[config.mk]
export PLATFORM = sky130hd
export DESIGN_NAME = stride_op_engine
export DESIGN_NICKNAME = d
export VERILOG_FILES = /design/src/rtl/sop_pkg.sv /design/src/rtl/sop_alu.sv /design/src/rtl/sop_stream.sv /design/src/rtl/stride_op_engine.sv
export SDC_FILE = /design/constraint.sdc
export NUM_CORES = 1
export LEC_CHECK = 0
export CAP_MARGIN = 40
export CORE_ASPECT_RATIO = 0.5
export CORE_MARGIN = 2
export CORE_UTILIZATION = 35
export DETAILED_ROUTE_END_ITERATION = 16
export HOLD_SLACK_MARGIN = 0.06
export PLACE_DENSITY = 0.55
export SLEW_MARGIN = 20
export SYNTH_ARGS = -nofsm -noshare
export SYNTH_HDL_FRONTEND = slang
export SYNTH_SLANG_ARGS = --single-unit
[constraint.sdc]
create_clock -name clk -period 4.8 [get_ports clk]
set_input_delay 0.72 -clock clk [delete_from_list [all_inputs] [get_ports clk]]
set_output_delay 0.72 -clock clk [all_outputs]
set_load 0.02 [all_outputs]
[src/rtl/sop_pkg.sv]
package sop_pkg;

    typedef enum logic [2:0] {
        S_IDLE,
        S_ARG,
        S_CHECK,
        S_RDA,
        S_RDB,
        S_WR
    } sop_state_t;

    typedef enum logic [2:0] {
        OP_ADD = 3'd0,
        OP_SUB = 3'd1,
        OP_AND = 3'd2,
        OP_OR  = 3'd3,
        OP_XOR = 3'd4
    } sop_op_t;

    localparam int REC_WORDS = 9;
    localparam int OFS_CNT   = 6;
    localparam int OFS_DLT   = 7;
    localparam int OFS_OP    = 8;
    localparam int NSTREAM   = 3;

endpackage

[src/rtl/sop_alu.sv]
module sop_alu
    import sop_pkg::*;
#(
    parameter int DW = 16
) (
    input  logic [DW-1:0] a,
    input  logic [DW-1:0] b,
    input  logic [2:0]    code,
    output logic [DW-1:0] y
);

    always_comb begin
        case (code)
            OP_ADD:  y = a + b;
            OP_SUB:  y = a - b;
            OP_AND:  y = a & b;
            OP_OR:   y = a | b;
            OP_XOR:  y = a ^ b;
            default: y = a;
        endcase
    end


    always_comb begin
        if (code > 3'd4) begin
            pass_a_chk: assert (y == a);
        end
    end

endmodule

[src/rtl/sop_stream.sv]
module sop_stream #(
    parameter int AW = 32,
    parameter int DW = 16
) (
    input  logic          clk,
    input  logic          rst_n,
    input  logic          load_lo,
    input  logic          load_hi,
    input  logic [DW-1:0] ld_data,
    input  logic          step,
    input  logic [DW-1:0] stride,
    output logic [AW-1:0] addr
);

    localparam int HW = AW - DW;

    logic [DW-1:0] lo_q, off_q;
    logic [HW-1:0] hi_q;
    logic [DW:0]   sum;

    assign sum  = {1'b0, off_q} + {1'b0, stride};
    assign addr = {hi_q, lo_q} + AW'(off_q);

    always_ff @(posedge clk or negedge rst_n) begin
        if (!rst_n) begin
            lo_q  <= '0;
            hi_q  <= '0;
            off_q <= '0;
        end else begin
            if (load_lo) begin
                lo_q  <= ld_data;
                off_q <= '0;
            end
            if (load_hi) begin
                hi_q <= HW'(ld_data);
            end
            if (step) begin
                off_q <= sum[DW-1:0];
                if (sum[DW]) begin
                    hi_q <= hi_q + 1'b1;
                end
            end
        end
    end


    carry_hi_chk: assert property (@(posedge clk) disable iff (!rst_n)
        (step && sum[DW] && !load_hi) |=> (hi_q == $past(hi_q) + 1'b1));

endmodule

[src/rtl/stride_op_engine.sv]
module stride_op_engine
    import sop_pkg::*;
#(
    parameter int AW = 32,
    parameter int DW = 16
) (
    input  logic          clk,
    input  logic          rst_n,
    input  logic          start,
    input  logic [AW-1:0] arg_ptr,
    output logic          done,
    output logic          mem_req,
    output logic          mem_we,
    output logic [AW-1:0] mem_addr,
    output logic [DW-1:0] mem_wdata,
    input  logic          mem_ack,
    input  logic [DW-1:0] mem_rdata
);

    localparam int IDXW = $clog2(REC_WORDS + 1);

    sop_state_t    state, nxt;
    logic [IDXW-1:0] idx;
    logic [AW-1:0] ptr;
    logic [DW-1:0] cnt, stride, a_val, b_val, alu_y;
    logic [2:0]    opc;

    logic [NSTREAM-1:0] ld_lo, ld_hi, st_step;
    logic [AW-1:0]      s_addr [NSTREAM];

    generate
        for (genvar i = 0; i < NSTREAM; i++) begin : g_stream
            assign ld_lo[i] = (state == S_ARG) && mem_ack && (idx == IDXW'(2 * i));
            assign ld_hi[i] = (state == S_ARG) && mem_ack && (idx == IDXW'(2 * i + 1));
            sop_stream #(.AW(AW), .DW(DW)) u_stream (
                .clk     (clk),
                .rst_n   (rst_n),
                .load_lo (ld_lo[i]),
                .load_hi (ld_hi[i]),
                .ld_data (mem_rdata),
                .step    (st_step[i]),
                .stride  (stride),
                .addr    (s_addr[i])
            );
        end
    endgenerate

    assign st_step[0] = (state == S_RDA) && mem_ack;
    assign st_step[1] = (state == S_RDB) && mem_ack;
    assign st_step[2] = (state == S_WR)  && mem_ack;

    sop_alu #(.DW(DW)) u_alu (
        .a    (a_val),
        .b    (b_val),
        .code (opc),
        .y    (alu_y)
    );

    // state register
    always_ff @(posedge clk or negedge rst_n) begin
        if (!rst_n) state <= S_IDLE;
        else        state <= nxt;
    end

    always_comb begin
        nxt = state;
        unique case (state)
            S_IDLE:  if (start) nxt = S_ARG;
            S_ARG:   if (mem_ack && idx == IDXW'(OFS_OP)) nxt = S_CHECK;
            S_CHECK: nxt = (cnt == '0) ? S_IDLE : S_RDA;
            S_RDA:   if (mem_ack) nxt = S_RDB;
            S_RDB:   if (mem_ack) nxt = S_WR;
            S_WR:    if (mem_ack) nxt = S_CHECK;
            default: nxt = S_IDLE;
        endcase
    end

    // datapath registers
    always_ff @(posedge clk or negedge rst_n) begin
        if (!rst_n) begin
            idx    <= '0;
            ptr    <= '0;
            cnt    <= '0;
            stride <= '0;
            opc    <= '0;
            a_val  <= '0;
            b_val  <= '0;
            done   <= 1'b0;
        end else begin
            done <= 1'b0;
            case (state)
                S_IDLE: if (start) begin
                    ptr <= arg_ptr;
                    idx <= '0;
                end
                S_ARG: if (mem_ack) begin
                    idx <= idx + 1'b1;
                    if (idx == IDXW'(OFS_CNT)) cnt    <= mem_rdata;
                    if (idx == IDXW'(OFS_DLT)) stride <= mem_rdata;
                    if (idx == IDXW'(OFS_OP))  opc    <= mem_rdata[2:0];
                end
                S_CHECK: begin
                    if (cnt == '0) done <= 1'b1;
                    else           cnt  <= cnt - 1'b1;
                end
                S_RDA: if (mem_ack) a_val <= mem_rdata;
                S_RDB: if (mem_ack) b_val <= mem_rdata;
                default: ;
            endcase
        end
    end

    // outputs
    always_comb begin
        mem_req   = 1'b0;
        mem_we    = 1'b0;
        mem_addr  = '0;
        mem_wdata = alu_y;
        unique case (state)
            S_ARG: begin
                mem_req  = 1'b1;
                mem_addr = ptr + AW'(idx);
            end
            S_RDA: begin
                mem_req  = 1'b1;
                mem_addr = s_addr[0];
            end
            S_RDB: begin
                mem_req  = 1'b1;
                mem_addr = s_addr[1];
            end
            S_WR: begin
                mem_req  = 1'b1;
                mem_we   = 1'b1;
                mem_addr = s_addr[2];
            end
            default: ;
        endcase
    end


    done_pulse_chk: assert property (@(posedge clk) disable iff (!rst_n)
        done |=> !done);


    done_idle_chk: assert property (@(posedge clk) disable iff (!rst_n)
        done |-> (!mem_req && state == S_IDLE));


    req_hold_chk: assert property (@(posedge clk) disable iff (!rst_n)
        (mem_req && !mem_ack) |=> (mem_req && $stable(mem_addr) && $stable(mem_we)));


    zero_cnt_chk: assert property (@(posedge clk) disable iff (!rst_n)
        (state == S_CHECK && cnt == '0) |=> (done && !mem_req));

endmodule

== Yosys cells after proc, flatten, opt, wreduce, memory -nomap -nowiden ==
Cells that the tools add are included.
Storage, ports and cells
  register bits: 251
  output and inout port bits: 51
  word-level logic and storage cells: 124
  bits of input ports: 52
Operators by class
  add/sub/neg operators: 14
  reduce and logical (&&, ||, !) cells: 29
  multiplexer cells: 35
  bitwise gates (word level): 3
  equal/unequal tests: 25
Operators by type and width (count)
  $mux W16: 18
  $pmux W32 S4: 1
  $add A32 B16 Y32: 3
  $pmux W16 S5: 1
  $add A16 B16 Y17: 3
  $add A16 B1 Y16 const B: 3
  $add A32 B4 Y32: 1
  $pmux W16 S2: 1
  $pmux W3 S6: 1
  $add A16 B16 Y16: 1
  $and A16 B16 Y16: 1
  $eq A4 B3 Y1 const B: 4
  $logic_not A16 Y1: 1
  $or A16 B16 Y16: 1
  $sub A16 B1 Y16 const B: 1
  $sub A16 B16 Y16: 1
  $xor A16 B16 Y16: 1
  $mux W3: 5
  $eq A3 B2 Y1 const B: 4
  $ne A2 B2 Y1 const B: 6
  $logic_and A1 B1 Y1: 11
  $reduce_bool A2 Y1: 5
  $eq A3 B3 Y1 const B: 3
  $reduce_and A3 Y1: 3
  16 further kinds: 26

== Logic depth before layout (Yosys ltp) ==
Gate-level depths: netlist of run 1.
  depth after elaboration: 6
  gate-level depth with buffers: 15
  mapped depth without buffers: 15

== Modules after synthesis ==
A second synthesis of run 1 with hierarchy kept.
Unflattened totals
  cell total of the unflattened synthesis: 2217
  area, all modules: 19992.9 sq um
Modules (own cells, without submodules)
  sop_stream at g_stream[0].u_stream ...: sequential area each 1201.2 sq um, times used 2, cells each 439, area each 3873.7 sq um
  stride_op_engine: sequential area each 2677.6 sq um, times used 1, cells each 608, area each 6248.5 sq um
  sop_stream at g_stream[2].u_stream: sequential area each 1201.2 sq um, times used 1, cells each 402, area each 3809.9 sq um
  sop_alu: sequential area each 0.0 sq um, times used 1, cells each 329, area each 2187.1 sq um

== Least setup slack after synthesis of run 1 ==
No wires, ideal clock.
  kind: register to output
  start point: reg opc[1]
  end point: out mem_wdata[13]
  data required time: 4080 ps
  path buffers: 1
  cell stages (with the launch flop): 14
  path slack: 589 ps
  arrival time: 3491 ps
  path through: dfrtp_1 nor2_1 and2_1 clkbuf_1 mux2i_1 ha_1 nor2b_1 o2111ai_1 nand3_1 a41o_1 a21oi_1 o21bai_1 xnor2_1 a221oi_1
Between the ends
  longest elaborated chain between the ends: 2
  elaborated cells on any way between the ends: 6
  classes of those cells: eq/ne (4); mux (1); reduce/logical (1)
RTL lines
  start, declared: line stride_op_engine.sv:26  | logic [2:0] opc;
  start signal, assigned: line stride_op_engine.sv:100  | if (idx == IDXW'(OFS_OP)) opc <= mem_rdata[2:0];
  $eq A3 B3 Y1 (tied with other cells): line sop_alu.sv:13  | case (code)
  $pmux W16 S5 (*): line sop_alu.sv:13
  end, declared: line stride_op_engine.sv:15  | output logic [DW-1:0] mem_wdata,
Mark *: on every way between the ends. The rest lies on a longest branch, timed or not.

== Worst setup path in the final report of run 1 ==
  start point: reg g_stream[0].u_stream.off_q[4]
  end point: out mem_addr[19]
Between the ends
  longest elaborated chain between the ends: 2
RTL lines
  start, declared: line sop_stream.sv:17  | logic [DW-1:0] lo_q, off_q;
  start signal, assigned: line sop_stream.sv:38  | off_q <= sum[DW-1:0];
  $add A32 B16 Y32: line sop_stream.sv:22  | assign addr = {hi_q, lo_q} + AW'(off_q);
  $pmux W32 S4: line stride_op_engine.sv:119  | unique case (state)
  end, declared: line stride_op_engine.sv:14  | output logic [AW-1:0] mem_addr,
Every way passes these cells.

==> results of run 1 <==
## routing by layer
layer | part of all wire [%] | routed length (um)
met1 | 49 | 32500
met4 | 2.4 | 1560
met2 | 40 | 26600
met5 | 0 | 0
met3 | 7.7 | 5040
## how the worst max path moves through the flow
stage                               end  slack, ns
after CTS                 mem_wdata[14]      0.004
after global placement     mem_addr[25]       0.37
final                      mem_addr[19]       0.15
after detailed placement   mem_addr[25]       0.34
after global routing      mem_wdata[13]      -0.02
after floorplan           mem_wdata[13]       0.59
## cell type report
cell class | instances | area [um2] | area share, %
Inverter | 85 | 319 | 1.40
Clock inverter | 16 | 240 | 1.05
Sequential cell | 251 | 6280 | 27.5
Timing Repair Buffer | 168 | 1690 | 7.41
Clock buffer | 36 | 802 | 3.51
Multi-Input combinational cell | 1771 | 12600 | 55.0
Tap cell | 756 | 946 | 4.14
## what timing repair did
| action | CTS | global route |
|---|---|---|
| pin swaps | 0 | 5 |
| resized for setup | 19 | 41 |
| setup endpoints to repair | 19 | 25 |
| buffers inserted | 0 | 5 |
| endpoints found under the hold margin | 0 | 0 |
## flip-flops by register name, indices dropped and copies added (netlist names)
register and count:
done 1, g_stream.u_stream.lo_q 48, idx 4, opc 3, g_stream.u_stream.hi_q 48, stride 16, b_val 16, ptr 32
state 3, cnt 16, a_val 16, g_stream.u_stream.off_q 48
## worst max-delay path, cell delays in order (launching register included)
cell,delay [ns]
dfrtp_1,0.41
ha_1,0.39
a2111oi_2,0.43
o21ai_0,0.21
nand3_1,0.18
a21oi_1,0.12
o21ai_0,0.17
buf_4,0.18
a21boi_0,0.10
o211ai_1,0.35
a211o_1,0.19
clkdlybuf4s50_1,0.61
## logic make-up (layout without fill, tap and decap cells)
group	after synthesis	after routing	share of synthesized area (%)
AO/OA/AOI/OAI	662	662	22.2
AND/OR/NAND/NOR	657	657	16.1
flip-flops	251	251	32.3
buffers and inverters	204	305	4.03
adder cells (fa/ha/maj)	164	164	10.8
XOR/XNOR	150	150	6.75
multiplexers	138	138	7.83
## power by group through the flow
stage | registers (W) | logic [W] | clock network (W)
after floorplan | 0.00336 | 0.00478 | 0
after global placement | 0.00363 | 0.00713 | 0
after detailed placement | 0.00365 | 0.00722 | 0
after CTS | 0.00362 | 0.00723 | 0.00256
after global routing | 0.00376 | 0.00788 | 0.00264
final | 0.00364 | 0.00723 | 0.00251
## metrics by stage
| stage | area (um2) | power (W) | util, % | setup TNS (ns) | setup WS [ns] |
|---|---|---|---|---|---|
| after floorplan | 19500 | 0.00814 | - | 0 | 0.589 |
| after global placement | 21400 | 0.0108 | 38.7 | 0 | 0.375 |
| after detailed placement | 21600 | 0.0109 | 39.0 | 0 | 0.341 |
| after CTS | 22700 | 0.0134 | 41.0 | 0 | 0.00409 |
| after global routing | 22800 | 0.0143 | 41.3 | -0.0515 | -0.0242 |
| final | 22800 | 0.0134 | 41.3 | 0 | 0.153 |
## cells in the final DEF (no fill, tap or decap), drive strengths merged, types with 43 or more instances in the layout
| cell type | count |
|---|---|
| nand2 | 193 |
| ha | 156 |
| xor2 | 62 |
| o21ai | 158 |
| a21o | 43 |
| dfrtp | 251 |
| nand3 | 109 |
| a21oi | 173 |
| xnor2 | 88 |
| inv | 85 |
| nor3 | 60 |
| nor2 | 132 |
| mux2 | 114 |
| buf | 68 |
| clkdlybuf4s50 | 79 |
==> results.md, run 1 <==
* CP startpoint: g_stream[0].u_stream.off_q[4]$_DFFE_PN0P_
* Tmin final at 4.65 ns
* M2 GR Usage at 31.9%
* Share of the synthesized area in the top cell type at 32.3%
* Type of the worst setup path: reg -> out
* Avg Inst Size Synth at 8.75 um2
* Gr usage total at 22.5%
* Comb pwr share at 54.0%
* Fin Clk Skew at 0.0326 ns
* Post-Layout Cell Count at 3083
* Met1 usage at 35.0%
* CTS H-Tree Depth at 1
* Outcome: finished clean
* Met3 Use GR at 3.64%
* Root Buffer: clkbuf_16
* Syn_nets at 2442
* Pwr per Cell Area at 586 nW/um2
* Sequential share of power at 27.2%
* Clock power share at 18.8%
* YS warnings at 0
* Vias per Instance at 5.68
* Final WL at 65.8 mm
* Die height at 171 um
* Peak supply drop at 0.429 mV
* Router iterations before antenna repair at 6
* R2r worst-path depth at 10
* Clock Sinks at 251
* Yosys cell types at 76
* Final setup fails at 0
* Die width at 338 um
* Kind of end point of the critical path: output pin
* Worst Path Arrival at 3.93 ns
* Net Sw Frac at 44.2%
* Global-route wire length before repair at 99.3 mm
* Reg clk slew, reported paths at 0.07 ns
* Max Clk Rate at 0.215 GHz
* Initial core utilization at 35.2%
* Cell Rows at 61
* Post-synth EDFFs at 0
* Critical path required time at 4.08 ns
* Antenna Nets Post-Route at 0
* Post-layout nets at 2521
* Hold slack final at 0.185 ns
* Cts hold-fix bufs at 0
* Largest net degree at the start of global routing at 106
* Avg WL per Cell at 21.3 um
* Slew HR at 41.9%
* GRT overflow at 0
* Worst r2r src: stride[0]$_DFFE_PN0P_
* Post-synth ARST share at 100%
* Worst Setup Start Kind: flip-flop
* Skew-Pair Late Insertion Delay at 0.59 ns
* CTS tree: built
* Internal power at 0.00747 W
* Top cells by count, synth: dfrtp_1 (251), nand2_1 (193), a21oi_1 (172)
* Detailed placement HPWL at 48.0 mm
* Busiest metal layer after global routing: met1
* Worst R2R Setup Slack at 1.06 ns
* Via count at 17500
* Syn Std Cell Area at 19500 um2
* Final worst-path cycle share at 96.8%
* Synth Flop Type: dfrtp_1
* Area growth syn-to-layout at 17.3%
* Proportion of layout cells with a drive suffix above 1 at 12.6%
* Final Max Tran Viols at 0
* Final Hold Fails at 0
* PortBufs at 102
* CP max FO at 6
* Initial antenna violation count at 1
* Clk buf depth at 3
* IO Count at 103
* Synth Register Bits at 251
* Area contributors post-synth: dfrtp_1 (32%), ha_1 (10%), mux2_2 (6.5%), a21oi_1 (4.4%), xnor2_1 (4.0%)
* Core Region at 55300 um2
* GP Congestion at 0.925
* Number of fill cells at 5517
* Full die area at 57600 um2
* Number of global-route vias before repair at 16000
* Most common cell in the synthesized netlist: dfrtp_1
* Initial drt markers at 1723
* Synth Instances at 2226
* Lkg Pwr at 10.3 nW
* Sw Pwr at 0.00591 W
* Slew @ Worst Pin at 0.871 ns
* Dominant cell type by area after synthesis: dfrtp_1
* Placed cells at 3025
* End of the worst register-to-register path: g_stream[0].u_stream.hi_q[15]$_DFF_PN0_
* Remaining DRCs at 0
* N_diodes at 0
* Sequential share of the synthesized area at 32.3%
* CTS buffer count at 28
* Max-cap violations at 0
* HP Class: in -> async
(Power assumes the default switching activity.)
==> run 2: changes to the inputs <==
SKIP_CTS_REPAIR_TIMING = 1   (was unset)
==> run 2 against run 1 <==
Sequential cell count unchanged; count of clock-buffer cells in the layout unchanged; sequential power is essentially flat; wire length down 0.13%; critical path depth is the same; largest power group unchanged; highest routed layer unchanged.
==> results.md, run 2 (synthesized netlist as in run 1, its figures left out) <==
* Slew HR at 42.1%
* Clk buf depth at 3
* R2r worst-path depth at 10
* IO Count at 103
* PortBufs at 102
* Antenna Nets Post-Route at 0
* Worst Path Arrival at 3.92 ns
* Tmin final at 4.64 ns
* Die width at 338 um
* Slew @ Worst Pin at 0.868 ns
* Max-cap violations at 0
* Via count at 17500
* CTS buffer count at 28
* Initial drt markers at 1817
* Fin Clk Skew at 0.0241 ns
* CTS H-Tree Depth at 1
* Non-Filler Cell Area, Final at 22800 um2
* Critical Path Slowest Stage Cell: clkdlybuf4s50_1
* Worst Setup Start Kind: flip-flop
* Type of the worst setup path: reg -> out
* CTS tree: built
* Vias per Instance at 5.69
* Critical path required time at 4.08 ns
* GP Congestion at 0.925
* Commonest non-fill, non-tap cells in the layout: dfrtp_1 (251), nand2_1 (192), a21oi_1 (169), ha_1 (156), o21ai_0 (140)
* Post-layout nets at 2517
* Final WL at 65.7 mm
* Worst R2R Setup Slack at 1.08 ns
* Final Hold Fails at 0
* Most used cell along the critical path: o21ai_0
* Initial antenna violation count at 1
* Number of global-route vias before repair at 16000
* Cell Rows at 61
* Worst r2r src: stride[0]$_DFFE_PN0P_
* Gr usage total at 22.5%
* Post-place setup slack at 0.341 ns
* Outcome: finished clean
* Final worst-path cycle share at 96.6%
* Setup ws final at 0.162 ns
* Largest net degree at the start of global routing at 106
* Kind of end point of the critical path: output pin
* Root Buffer: clkbuf_16
* Remaining DRCs at 0
* GRT overflow at 0
* Avg WL per Cell at 21.3 um
* Clock Sinks at 251
* Full die area at 57600 um2
* Max Clk Rate at 0.216 GHz
* Max stage delay on crit path at 0.61 ns
* Largest registers: g_stream.u_stream.hi_q x48, g_stream.u_stream.lo_q x48, g_stream.u_stream.off_q x48
* Peak supply drop at 0.429 mV
* Setup TNS at 0 ns
* Detailed placement HPWL at 48.0 mm
* Post-Layout Cell Count at 3079
* Total power at 0.0134 W
* Global-route wire length before repair at 99.3 mm
* Placed cell area at 21600 um2
* Pwr per Cell Area at 587 nW/um2
* N_diodes at 0
* Core Region at 55300 um2
* Number of fill cells at 5508
* Area growth syn-to-layout at 17.3%
* Router iterations before antenna repair at 5
* Final Max Tran Viols at 0
* HP Class: in -> async
* Final setup fails at 0
* Initial core utilization at 35.2%
* Proportion of layout cells with a drive suffix above 1 at 12.6%
* End of the worst register-to-register path: g_stream[0].u_stream.hi_q[15]$_DFF_PN0_
* Reg clk slew, reported paths at 0.07 ns
* CP max FO at 6
* Crit path cell chain: ha_1 -> a2111oi_2 -> o21ai_0 -> nand3_1 -> a21oi_1 -> o21ai_0 -> buf_4 -> a21boi_0 -> o211ai_1 -> a211o_1 -> clkdlybuf4s50_1
* Skew-Pair Late Insertion Delay at 0.58 ns
* Commonest non-fill, non-tap cell in the layout: dfrtp_1
* Die height at 171 um
* Lkg Pwr at 10.3 nW
* Placed cells at 3025
==> run 2: cell types whose count changed in the layout (fill, tap and decap cells not counted), sizes merged <==
cell,previous run,this run
clkdlybuf4s15,1,0
dlygate4sd2,5,0
dlymetal6s2s,15,20
buf,68,64
clkdlybuf4s50,79,80
==> run 2: metrics by stage <==
stage                     hold WS [ns]  utilization, %
final                            0.185            41.3
after floorplan                  0.424               -
after CTS                        0.231            40.9
after global routing             0.263            41.3
after detailed placement         0.482            39.0
after global placement           0.469            38.7
==> run 2: area by class of cell <==
type	instances	area (um2)	share of cell area [%]
Tap cell	756	946	4.14
Clock buffer	36	802	3.51
Timing Repair Buffer	164	1680	7.34
Clock inverter	16	240	1.05
Multi-Input combinational cell	1771	12600	55.1
Inverter	85	319	1.40
Sequential cell	251	6280	27.5
==> run 2: metal layers <==
layer | part of all wire [%] | wire (um) | vias up | track usage, %
met3 | 7.2 | 4760 | 77 | 3.66
met5 | 0 | 0 | - | 0
met4 | 2.4 | 1570 | 0 | 5.24
li1 | - | - | 8337 | -
met1 | 50 | 32700 | 8552 | 35.0
met2 | 41 | 26600 | 548 | 31.8
==> run 2: worst max path at each step <==
stage                                                from       endpoint  depth (start not counted)  slack, ns
2_1_floorplan                          opc[1]$_DFFE_PN0P_  mem_wdata[13]                         13       0.59
3_3_place_gp   g_stream[1].u_stream.off_q[11]$_DFFE_PN0P_   mem_addr[25]                          9       0.37
3_5_place_dp   g_stream[1].u_stream.off_q[11]$_DFFE_PN0P_   mem_addr[25]                          9       0.34
4_1_cts                              b_val[4]$_DFFE_PN0P_  mem_wdata[13]                         15      -0.30
5_1_grt         g_stream[0].u_stream.off_q[4]$_DFFE_PN0P_   mem_addr[11]                         10      -0.04
6_report        g_stream[0].u_stream.off_q[4]$_DFFE_PN0P_   mem_addr[19]                         11       0.16
==> run 2: worst max-delay path, delay by kind of cell, from the launching register on <==
kind,cells,cell delay (ns)
flops,1,0.41
compound gates,7,1.57
simple gates,1,0.18
fa+ha+maj,1,0.39
buf+inv,2,0.79
==> run 2: report_power, final <==
group          leakage [nW]  total, W  switching, W  internal (W)
clock                 0.505   0.00251       0.00101       0.00150
sequential             3.20   0.00364      0.000839       0.00280
combinational          6.63   0.00725       0.00406       0.00319
total                  10.3    0.0134       0.00591       0.00749
